File: config.mk
export PLATFORM = sky130hd
export DESIGN_NAME = dual_dac_loader
export DESIGN_NICKNAME = d
export VERILOG_FILES = /design/src/rtl/dacld_pkg.sv /design/src/rtl/dacld_sync.sv /design/src/rtl/dacld_fall.sv /design/src/rtl/dacld_frame.sv /design/src/rtl/dacld_load.sv /design/src/rtl/dual_dac_loader.sv
export SDC_FILE = /design/constraint.sdc
export NUM_CORES = 1
export LEC_CHECK = 0
export ABC_AREA = 1
export ABC_CLOCK_PERIOD_IN_PS = 1300
export BUFFER_PORTS_ARGS = -buffer_cell sky130_fd_sc_hd__buf_2
export CAP_MARGIN = 10
export CORE_MARGIN = 5
export CORE_UTILIZATION = 57
export DETAILED_ROUTE_END_ITERATION = 10
export PLACE_DENSITY_LB_ADDON = 0.2
export SLEW_MARGIN = 0
export SYNTH_ARGS = -nofsm -noshare
export SYNTH_HDL_FRONTEND = slang
export SYNTH_SLANG_ARGS = --single-unit
File: constraint.sdc
create_clock -name clk -period 1.3 [get_ports clk]
set_input_delay 0.13 -clock clk [delete_from_list [all_inputs] [get_ports clk]]
set_output_delay 0.13 -clock clk [all_outputs]
set_load 0.02 [all_outputs]
File: src/rtl/dacld_pkg.sv
package dacld_pkg;

    // Bits per serial frame; fixed by the wire protocol.
    localparam int FRAME_BITS = 16;

    // Synchronized pin bundle for one channel.
    typedef struct packed {
        logic sclk;
        logic frm_n;
        logic sdat;
        logic ld_n;
    } pins_t;

    // Edge events that the frame and load logic consume.
    typedef struct packed {
        logic sclk_fall;
        logic frm_fall;
        logic ld_fall;
    } edges_t;

    function automatic int cnt_bits(input int n);
        return (n <= 2) ? 1 : $clog2(n);
    endfunction

endpackage

File: src/rtl/dacld_sync.sv
module dacld_sync #(
    parameter int W      = 4,
    parameter int STAGES = 2,
    parameter logic [W-1:0] RST_VAL = '1
) (
    input  logic         clk,
    input  logic         rst,
    input  logic [W-1:0] d,
    output logic [W-1:0] q
);
    logic [W-1:0] stg [STAGES];

    always_ff @(posedge clk) begin
        if (rst) stg[0] <= RST_VAL;
        else     stg[0] <= d;
    end

    generate
        for (genvar i = 1; i < STAGES; i++) begin : g_stage
            always_ff @(posedge clk) begin
                if (rst) stg[i] <= RST_VAL;
                else     stg[i] <= stg[i-1];
            end
        end
    endgenerate

    assign q = stg[STAGES-1];
endmodule

File: src/rtl/dacld_fall.sv
module dacld_fall #(
    parameter int W = 3
) (
    input  logic         clk,
    input  logic         rst,
    input  logic [W-1:0] lvl,
    output logic [W-1:0] fall
);
    logic [W-1:0] prev;

    always_ff @(posedge clk) begin
        if (rst) prev <= '1;
        else     prev <= lvl;
    end

    assign fall = prev & ~lvl;
endmodule

File: src/rtl/dacld_frame.sv
module dacld_frame
    import dacld_pkg::*;
#(
    parameter int DATA_W = 12
) (
    input  logic              clk,
    input  logic              rst,
    input  logic              sclk_fall,
    input  logic              frm_fall,
    input  logic              sdat,
    output logic [DATA_W-1:0] word,
    output logic              busy,
    output logic              done
);
    localparam int CNT_W = cnt_bits(FRAME_BITS);
    localparam logic [CNT_W-1:0] LAST = CNT_W'(FRAME_BITS - 1);

    logic [CNT_W-1:0]  cnt;
    logic [DATA_W-1:0] sr;

    always_ff @(posedge clk) begin
        if (rst) begin
            cnt  <= '0;
            sr   <= '0;
            busy <= 1'b0;
            done <= 1'b0;
        end else begin
            done <= 1'b0;
            if (frm_fall) begin
                busy <= 1'b1;
                cnt  <= '0;
            end else if (busy && sclk_fall) begin
                // Leading bits fall off the top of the short register.
                sr <= {sr[DATA_W-2:0], sdat};
                if (cnt == LAST) begin
                    busy <= 1'b0;
                    done <= 1'b1;
                    cnt  <= '0;
                end else begin
                    cnt <= cnt + 1'b1;
                end
            end
        end
    end

    assign word = sr;

    AST_DONE_IDLE: assert property (@(posedge clk) disable iff (rst)
        done |-> !busy);

    AST_IDLE_HOLD: assert property (@(posedge clk) disable iff (rst)
        (!busy && !frm_fall) |=> $stable(word));
endmodule

File: src/rtl/dacld_load.sv
module dacld_load #(
    parameter int DATA_W = 12
) (
    input  logic              clk,
    input  logic              rst,
    input  logic [DATA_W-1:0] word,
    input  logic              busy,
    input  logic              done,
    input  logic              ld_lvl,
    input  logic              ld_fall,
    output logic [DATA_W-1:0] code,
    output logic              upd
);
    logic take;

    // End of frame with the strobe low, or an idle strobe edge.
    assign take = (done && !ld_lvl) || (ld_fall && !busy && !done);

    always_ff @(posedge clk) begin
        if (rst) begin
            code <= '0;
            upd  <= 1'b0;
        end else begin
            upd <= take;
            if (take) code <= word;
        end
    end

    AST_LATCH_NEEDS_UPD: assert property (@(posedge clk) disable iff (rst)
        !$stable(code) |-> upd);

    AST_NO_LOAD_MIDFRAME: assert property (@(posedge clk) disable iff (rst)
        (ld_fall && busy && !done) |=> !upd);

    AST_CANCEL: assert property (@(posedge clk) disable iff (rst)
        (done && ld_lvl) |=> !upd);
endmodule

File: src/rtl/dual_dac_loader.sv
module dual_dac_loader
    import dacld_pkg::*;
#(
    parameter int NUM_CH      = 2,
    parameter int DATA_W      = 12,
    parameter int SYNC_STAGES = 2
) (
    input  logic                     clk,
    input  logic                     rst,
    input  logic [NUM_CH-1:0]        ser_clk,
    input  logic [NUM_CH-1:0]        frame_n,
    input  logic [NUM_CH-1:0]        ser_dat,
    input  logic [NUM_CH-1:0]        load_n,
    output logic [NUM_CH*DATA_W-1:0] dac_code,
    output logic [NUM_CH-1:0]        upd
);
    localparam int PIN_W  = $bits(pins_t);
    localparam int EDGE_W = $bits(edges_t);

    generate
        for (genvar c = 0; c < NUM_CH; c++) begin : g_ch
            pins_t             raw, syn;
            edges_t            evt;
            logic [DATA_W-1:0] word;
            logic              busy, done;

            assign raw = '{sclk: ser_clk[c], frm_n: frame_n[c],
                           sdat: ser_dat[c], ld_n: load_n[c]};

            dacld_sync #(.W(PIN_W), .STAGES(SYNC_STAGES)) u_sync (
                .clk (clk),
                .rst (rst),
                .d   (raw),
                .q   (syn)
            );

            dacld_fall #(.W(EDGE_W)) u_fall (
                .clk  (clk),
                .rst  (rst),
                .lvl  ({syn.sclk, syn.frm_n, syn.ld_n}),
                .fall (evt)
            );

            dacld_frame #(.DATA_W(DATA_W)) u_frame (
                .clk       (clk),
                .rst       (rst),
                .sclk_fall (evt.sclk_fall),
                .frm_fall  (evt.frm_fall),
                .sdat      (syn.sdat),
                .word      (word),
                .busy      (busy),
                .done      (done)
            );

            dacld_load #(.DATA_W(DATA_W)) u_load (
                .clk     (clk),
                .rst     (rst),
                .word    (word),
                .busy    (busy),
                .done    (done),
                .ld_lvl  (syn.ld_n),
                .ld_fall (evt.ld_fall),
                .code    (dac_code[c*DATA_W +: DATA_W]),
                .upd     (upd[c])
            );
        end
    endgenerate
endmodule

# After elaboration in Yosys (flattened, before gate mapping)
# Memory sizes are Yosys's and may differ from the RTL's.
# Cells that the tools add are included.
dict set report totals {
  reg_bits 68
  mem_bits_rw 16
  input_bits 10
  output_inout_bits 26
  elab_cells 77
  memories 2
}
dict set report classes {
  add_sub_neg 2
  n_eq_ne 2
  muxes 17
  bitwise_logic 12
  n_reduce_logical 28
}
# memory words word_bits read_ports rd_clocked_by_memory_dff write_ports line
set memory_table {}
lappend memory_table {{g_ch[0].u_sync.stg} 2 4 2 0 2 dacld_sync.sv:11} ;# logic [W-1:0] stg [STAGES];
lappend memory_table {{g_ch[1].u_sync.stg} 2 4 2 0 2 dacld_sync.sv:11}
# operator count
set ops {}
lappend ops {{two-way mux 4 bit} 6}
lappend ops {{two-way mux 1 bit} 11}
lappend ops {{adder 4 x 1 -> 4 bit (second input constant)} 2}
lappend ops {{== test 4 bit (second input constant)} 2}
lappend ops {{logical AND 1 bit} 8}
lappend ops {{AND reduction 2 bit} 4}
lappend ops {{nonzero test 2 bit} 4}
lappend ops {{AND 3 bit} 2}
lappend ops {{logical NOT 1 bit} 6}
lappend ops {{NOT 3 bit} 2}
lappend ops {{OR reduction 3 bit} 2}
lappend ops {{NOT 1 bit} 4}
lappend ops {{bitwise OR 1 bit} 4}
lappend ops {{OR reduction 2 bit} 2}
lappend ops {{logical OR 1 bit} 2}

# Depth between registers and ports, before layout
dict set report logic_depth {
  word_depth 5
  depth_mapped 7
  mapped_depth_nobuf 6
}

# By module
# A second synthesis with hierarchy kept.
dict set report hier_totals {
  cells_unflattened 444
  hier_area_um2 3280.6
}
# module instances cells_each area_each_um2 seq_area_each_um2
set modules_own_cells {}
lappend modules_own_cells {dacld_frame 2 93 710.7 360.3}
lappend modules_own_cells {dacld_load 2 88 596.8 260.2}
lappend modules_own_cells {dacld_sync 2 25 224.0 160.2}
lappend modules_own_cells {dacld_fall 2 16 108.9 60.1}

# Least setup slack after synthesis
# OpenSTA, ideal clock, no wires.
dict set report synth_timing {
  path_type {register -> register}
  start {reg g_ch[0].u_frame.busy}
  end {reg g_ch[0].u_load.code[2]}
  setup_ns 0.115
  arrival_ns 0.892
  t_required_ns 1.185
  slack_ns 0.293
  stages_incl_launch_ff 7
  path_buffers 1
  synth_period_minus_slack_ns 1.007
  path_cell_list {dfxtp_1 > inv_2 > nand2_1 > nand2_2 > buf_4 > a21oi_1 > nor2_1}
}
dict set report synth_between {
  elab_chain_cells 4
}
# element line
set synth_lines {}
lappend synth_lines {{from (decl)} dacld_frame.sv:12} ;# output logic busy,
lappend synth_lines {{from (signal assigned)} dacld_frame.sv:25} ;# busy <= 1'b0;
lappend synth_lines {{from (signal assigned)} dacld_frame.sv:30} ;# busy <= 1'b1;
lappend synth_lines {{from (signal assigned)} dacld_frame.sv:36} ;# busy <= 1'b0;
lappend synth_lines {{logical NOT 1 bit} dacld_load.sv:17} ;# assign take = (done && !ld_lvl) || (ld_fall && !busy && !done);
lappend synth_lines {{logical AND 1 bit (2 in series)} dacld_load.sv:17}
lappend synth_lines {{logical OR 1 bit} dacld_load.sv:17}
lappend synth_lines {{to (signal assigned)} dacld_load.sv:25} ;# if (take) code <= word;
lappend synth_lines {{to (decl)} dacld_load.sv:11} ;# output logic [DATA_W-1:0] code,
# Every way passes these cells.
# A chain may end at the register's enable or synchronous reset.

# Final worst setup path
dict set report layout_timing {
  start {reg g_ch[1].u_frame.busy}
  end {reg g_ch[1].u_load.code[10]}
}
dict set report layout_between {
  elab_chain_cells 4
}
# element line
set layout_lines {}
lappend layout_lines {{from (decl)} dacld_frame.sv:12}
lappend layout_lines {{from (signal assigned)} dacld_frame.sv:25}
lappend layout_lines {{from (signal assigned)} dacld_frame.sv:30}
lappend layout_lines {{from (signal assigned)} dacld_frame.sv:36}
lappend layout_lines {{logical NOT 1 bit} dacld_load.sv:17}
lappend layout_lines {{logical AND 1 bit (2 in series)} dacld_load.sv:17}
lappend layout_lines {{logical OR 1 bit} dacld_load.sv:17}
lappend layout_lines {{to (signal assigned)} dacld_load.sv:25}
lappend layout_lines {{to (decl)} dacld_load.sv:11}
# Every way passes these cells.

==> Flow_metrics.wiki <==
{| class="wikitable"
! Metric !! Value
|-
| Status || completed
|-
| Power per cell area || 1230 nW/um2
|-
| Post-synthesis xor/xnor area fraction || 0%
|-
| Count of antenna-violating nets left after detailed routing || 0
|-
| Unique cell type count in the Yosys netlist || 21
|-
| Biggest fanout along the worst timing path || 24
|-
| Deepest clock path buffer count || 2
|-
| DR iter-0 viols || 101
|-
| Fillers || 484
|-
| Clk slew on worst S/H paths || 0.07 ns
|-
| DRC errors left || 0
|-
| Max-cap violation count || 0
|-
| TritonCTS clock tree || done
|-
| Final HPWL from detailed placement || 3840 um
|-
| Tcrit/Tclk final || 89.8%
|-
| 1st-pass router iterations || 4
|-
| Total via count in the routed design || 2679
|-
| Fraction of layout cells with a size suffix above 1 || 20.3%
|-
| Main combinational cell family by area after synthesis || simple AND/OR/NAND/NOR gates
|-
| Synthesized area || 3330 um2
|-
| Global placer's final weighted congestion || 0.763
|-
| Cell total after placement || 535
|-
| Number of global-route vias before repair || 2456
|-
| H-tree levels || 3
|-
| Slowest cell on the critical path || sky130_fd_sc_hd__dfxtp_1
|-
| Final number of hold-violating endpoints || 0
|-
| Total detailed-routing wirelength || 5860 um
|-
| Crit-path max cell delay || 0.39 ns
|-
| Most Frequent Cell on Critical Path || sky130_fd_sc_hd__nand2_2
|-
| Initial antenna violation count || 0
|-
| Category of the critical setup timing path || flip-flop to flip-flop
|-
| Final critical delay including setup and external delays || 1.17 ns
|-
| Via-per-instance ratio || 4.79
|-
| Warning count from the yosys run || 0
|-
| Vertical die dimension || 86.5 um
|-
| Setup-failing EPs final || 0
|-
| Initial standard-cell utilization of the core || 59.5%
|-
| Proportion of synthesized area in mux cells || 0%
|-
| Post-synthesis average cell area || 7.54 um2
|-
| Diode count || 0
|-
| # nets final || 494
|-
| Floorplan core area || 5610 um2
|-
| Final core area utilization || 68.0%
|-
| Fraction of the mapped netlist area in compound gates || 6.23%
|-
| Summed negative setup slack over all endpoints || 0 ns
|-
| Top achievable clock speed || 857 MHz
|-
| Final Power || 4700 uW
|-
| Clock buffers created by TritonCTS || 9
|-
| Critical path launch point type || flip-flop
|-
| Cell leakage power || 0.00165 uW
|-
| Largest vdd supply drop || 913 uV
|-
| Total number of clock tree sinks || 84
|-
| CP Capture Type || flip-flop
|-
| I/O pin count || 36
|-
| Worst hold path class || input port to flip-flop
|-
| Clock Skews || 0.00818 ns
|-
| Worst endpoint required time || 1.54 ns
|-
| Aggregate global routing overflow || 0
|-
| Critical-path cell list || inv_2 -> nand2_2 -> nand2_2 -> a21oi_1 -> nor2_1
|-
| Die area || 7480 um2
|-
| Adder and majority cell fraction of the synthesized area || 0.750%
|-
| Top cell family by delay on the critical path || flip-flops
|-
| Post-CTS Repair Setup Buffers || 0
|-
| Post-Layout Cell Count || 559
|-
| Critical Path AT || 1.41 ns
|-
| Number of port buffers || 35
|-
| Global-route wire length before repair || 10600 um
|-
| Critical path buffers and inverters || 1
|-
| Number of cell rows || 27
|-
| Unrepaired setup endpoints after global routing || no
|-
| Register area share after synthesis || 50.4%
|-
| Max-slew headroom || 72.2%
|-
| Wire length per cell after detailed routing || 10.5 um
|-
| Mapped Cells || 442
|-
| Total nets after synthesis || 454
|-
| Root Buffer || sky130_fd_sc_hd__clkbuf_8
|-
| Worst slew pin tran || 0.415 ns
|-
| Clock insertion delay at the later pin of the skew report || 0.35 ns
|-
| Count of pins over their slew limit || 0
|-
| Number of synthesized register bits || 84
|-
| Combined global-route utilization of all metal layers || 17.4%
|-
| Simple-gate area share of the yosys netlist || 32.7%
|-
| Maximum number of pins on one net before global-route repair || 26
|-
| Layout-stage area growth over the synthesis result || 14.4%
|-
| Chip width || 86.5 um
|}
cell usage after synthesis, drive strengths merged:
cell	count	area share [%]
nand2	94	11
clkbuf	6	0.68
nor2	84	10
inv	49	5.5
nand3b	2	0.45
ha	2	0.75
nand3	52	8.1
or2	16	3.0
o21bai	2	0.45
dfxtp	84	50
a21oi	34	5.8
buf	17	3.7
final cells by class:
class	instances	area [um2]	area share (%)
Tap cell	72	90.1	2.36
Clock inverter	5	27.5	0.722
Multi-Input combinational cell	286	1330	34.8
Timing Repair Buffer	52	360	9.45
Clock buffer	11	141	3.71
Inverter	49	184	4.82
Sequential cell	84	1680	44.1
worst reg2reg max path, stage by stage (launching register included):
cell                      delay, ns
sky130_fd_sc_hd__dfxtp_1       0.39
sky130_fd_sc_hd__inv_2         0.06
sky130_fd_sc_hd__nand2_2       0.06
sky130_fd_sc_hd__nand2_2       0.25
sky130_fd_sc_hd__a21oi_1       0.25
sky130_fd_sc_hd__nor2_1        0.06
per-layer routing:
metal | wire, um | global-route usage [%] | up-vias
met5 | 0 | 0 | -
met4 | 150 | 9.35 | 0
met3 | 306 | 3.80 | 10
met2 | 2710 | 28.2 | 58
met1 | 2700 | 21.5 | 1173
li1 | - | - | 1438
per-stage QoR:
step / setup slack (ns) / hold slack [ns] / cell area [um2]
5_1_grt: 0.0112 / 0.160 / 3810
3_3_place_gp: 0.165 / 0.312 / 3560
4_1_cts: 0.121 / 0.124 / 3810
3_5_place_dp: 0.124 / 0.314 / 3560
2_1_floorplan: 0.293 / 0.234 / 3330
6_report: 0.133 / 0.132 / 3810
layout by cell type, fill, tap and decap left out:
cell | synthesis | layout
sky130_fd_sc_hd__nand2_1 | 87 | 87
sky130_fd_sc_hd__dfxtp_1 | 84 | 84
sky130_fd_sc_hd__nor2_1 | 80 | 80
sky130_fd_sc_hd__nand3_1 | 50 | 50
sky130_fd_sc_hd__inv_1 | 44 | 44
sky130_fd_sc_hd__buf_2 | 8 | 35
sky130_fd_sc_hd__a21oi_1 | 28 | 28
sky130_fd_sc_hd__or2_2 | 16 | 16
sky130_fd_sc_hd__clkbuf_8 | 0 | 10
sky130_fd_sc_hd__dlygate4sd3_1 | 0 | 8
sky130_fd_sc_hd__nand2_2 | 7 | 6
sky130_fd_sc_hd__a21oi_2 | 6 | 6
sky130_fd_sc_hd__buf_4 | 3 | 6
sky130_fd_sc_hd__inv_2 | 5 | 5
sky130_fd_sc_hd__clkinv_2 | 0 | 4
sky130_fd_sc_hd__buf_12 | 0 | 3
sky130_fd_sc_hd__nand3_2 | 2 | 2
sky130_fd_sc_hd__nor2_2 | 2 | 2
sky130_fd_sc_hd__nor2_4 | 2 | 2
sky130_fd_sc_hd__nand3b_1 | 2 | 2
sky130_fd_sc_hd__o21bai_1 | 2 | 2
sky130_fd_sc_hd__ha_1 | 2 | 2
sky130_fd_sc_hd__nand2_4 | 0 | 1
sky130_fd_sc_hd__clkinvlp_4 | 0 | 1
sky130_fd_sc_hd__clkbuf_1 | 6 | 1
registers in the layout, summed over array words and instances (netlist names):
register           count
g_ch.u_frame.cnt       8
g_ch.u_frame.done      2
g_ch.u_load.code      24
g_ch.u_frame.busy      2
g_ch.u_frame.word     24
g_ch.u_fall.prev       6
g_ch.u_load.upd        2
g_ch.u_sync.stg       16
report_power, final:
group,total [uW],internal [uW],leakage [uW],switching [uW]
combinational,419,163,0.000876,256
sequential,2690,2650,0.000684,35.3
clock,1590,732,0.0000889,861
total,4700,3550,0.00165,1150
cells by family (layout without fill, tap and decap cells):
family,after synthesis,count (layout)
buf+inv,72,117
fa+ha+maj,2,2
simple gates,248,248
compound gates,36,36
flops,84,84
repair_timing:
action / 4_1_cts / 5_1_grt
endpoints found under the setup margin: 0 / 1
gates resized for setup: 0 / 1
hold endpoints to repair: 8 / 0
hold buffers: 8 / 0
worst paths after layout:
| check | startpoint | endpoint | slack, ns | cells after the start |
|---|---|---|---|---|
| worst min-delay path | rst | g_ch[1].u_fall.prev[1]$_SDFF_PP1_ | 0.13 | 3 |
| worst max register to register | g_ch[1].u_frame.busy$_SDFFE_PP0P_ | g_ch[1].u_load.code[10]$_SDFFE_PP0P_ | 0.13 | 5 |
| worst max-delay path | g_ch[1].u_frame.busy$_SDFFE_PP0P_ | g_ch[1].u_load.code[10]$_SDFFE_PP0P_ | 0.13 | 5 |
| worst min register to register | g_ch[0].u_sync.stg[0][2]$_SDFF_PP1_ | g_ch[0].u_sync.stg[1][2]$_SDFF_PP1_ | 0.41 | 1 |
Note: power is estimated with default switching activity, not from simulation.
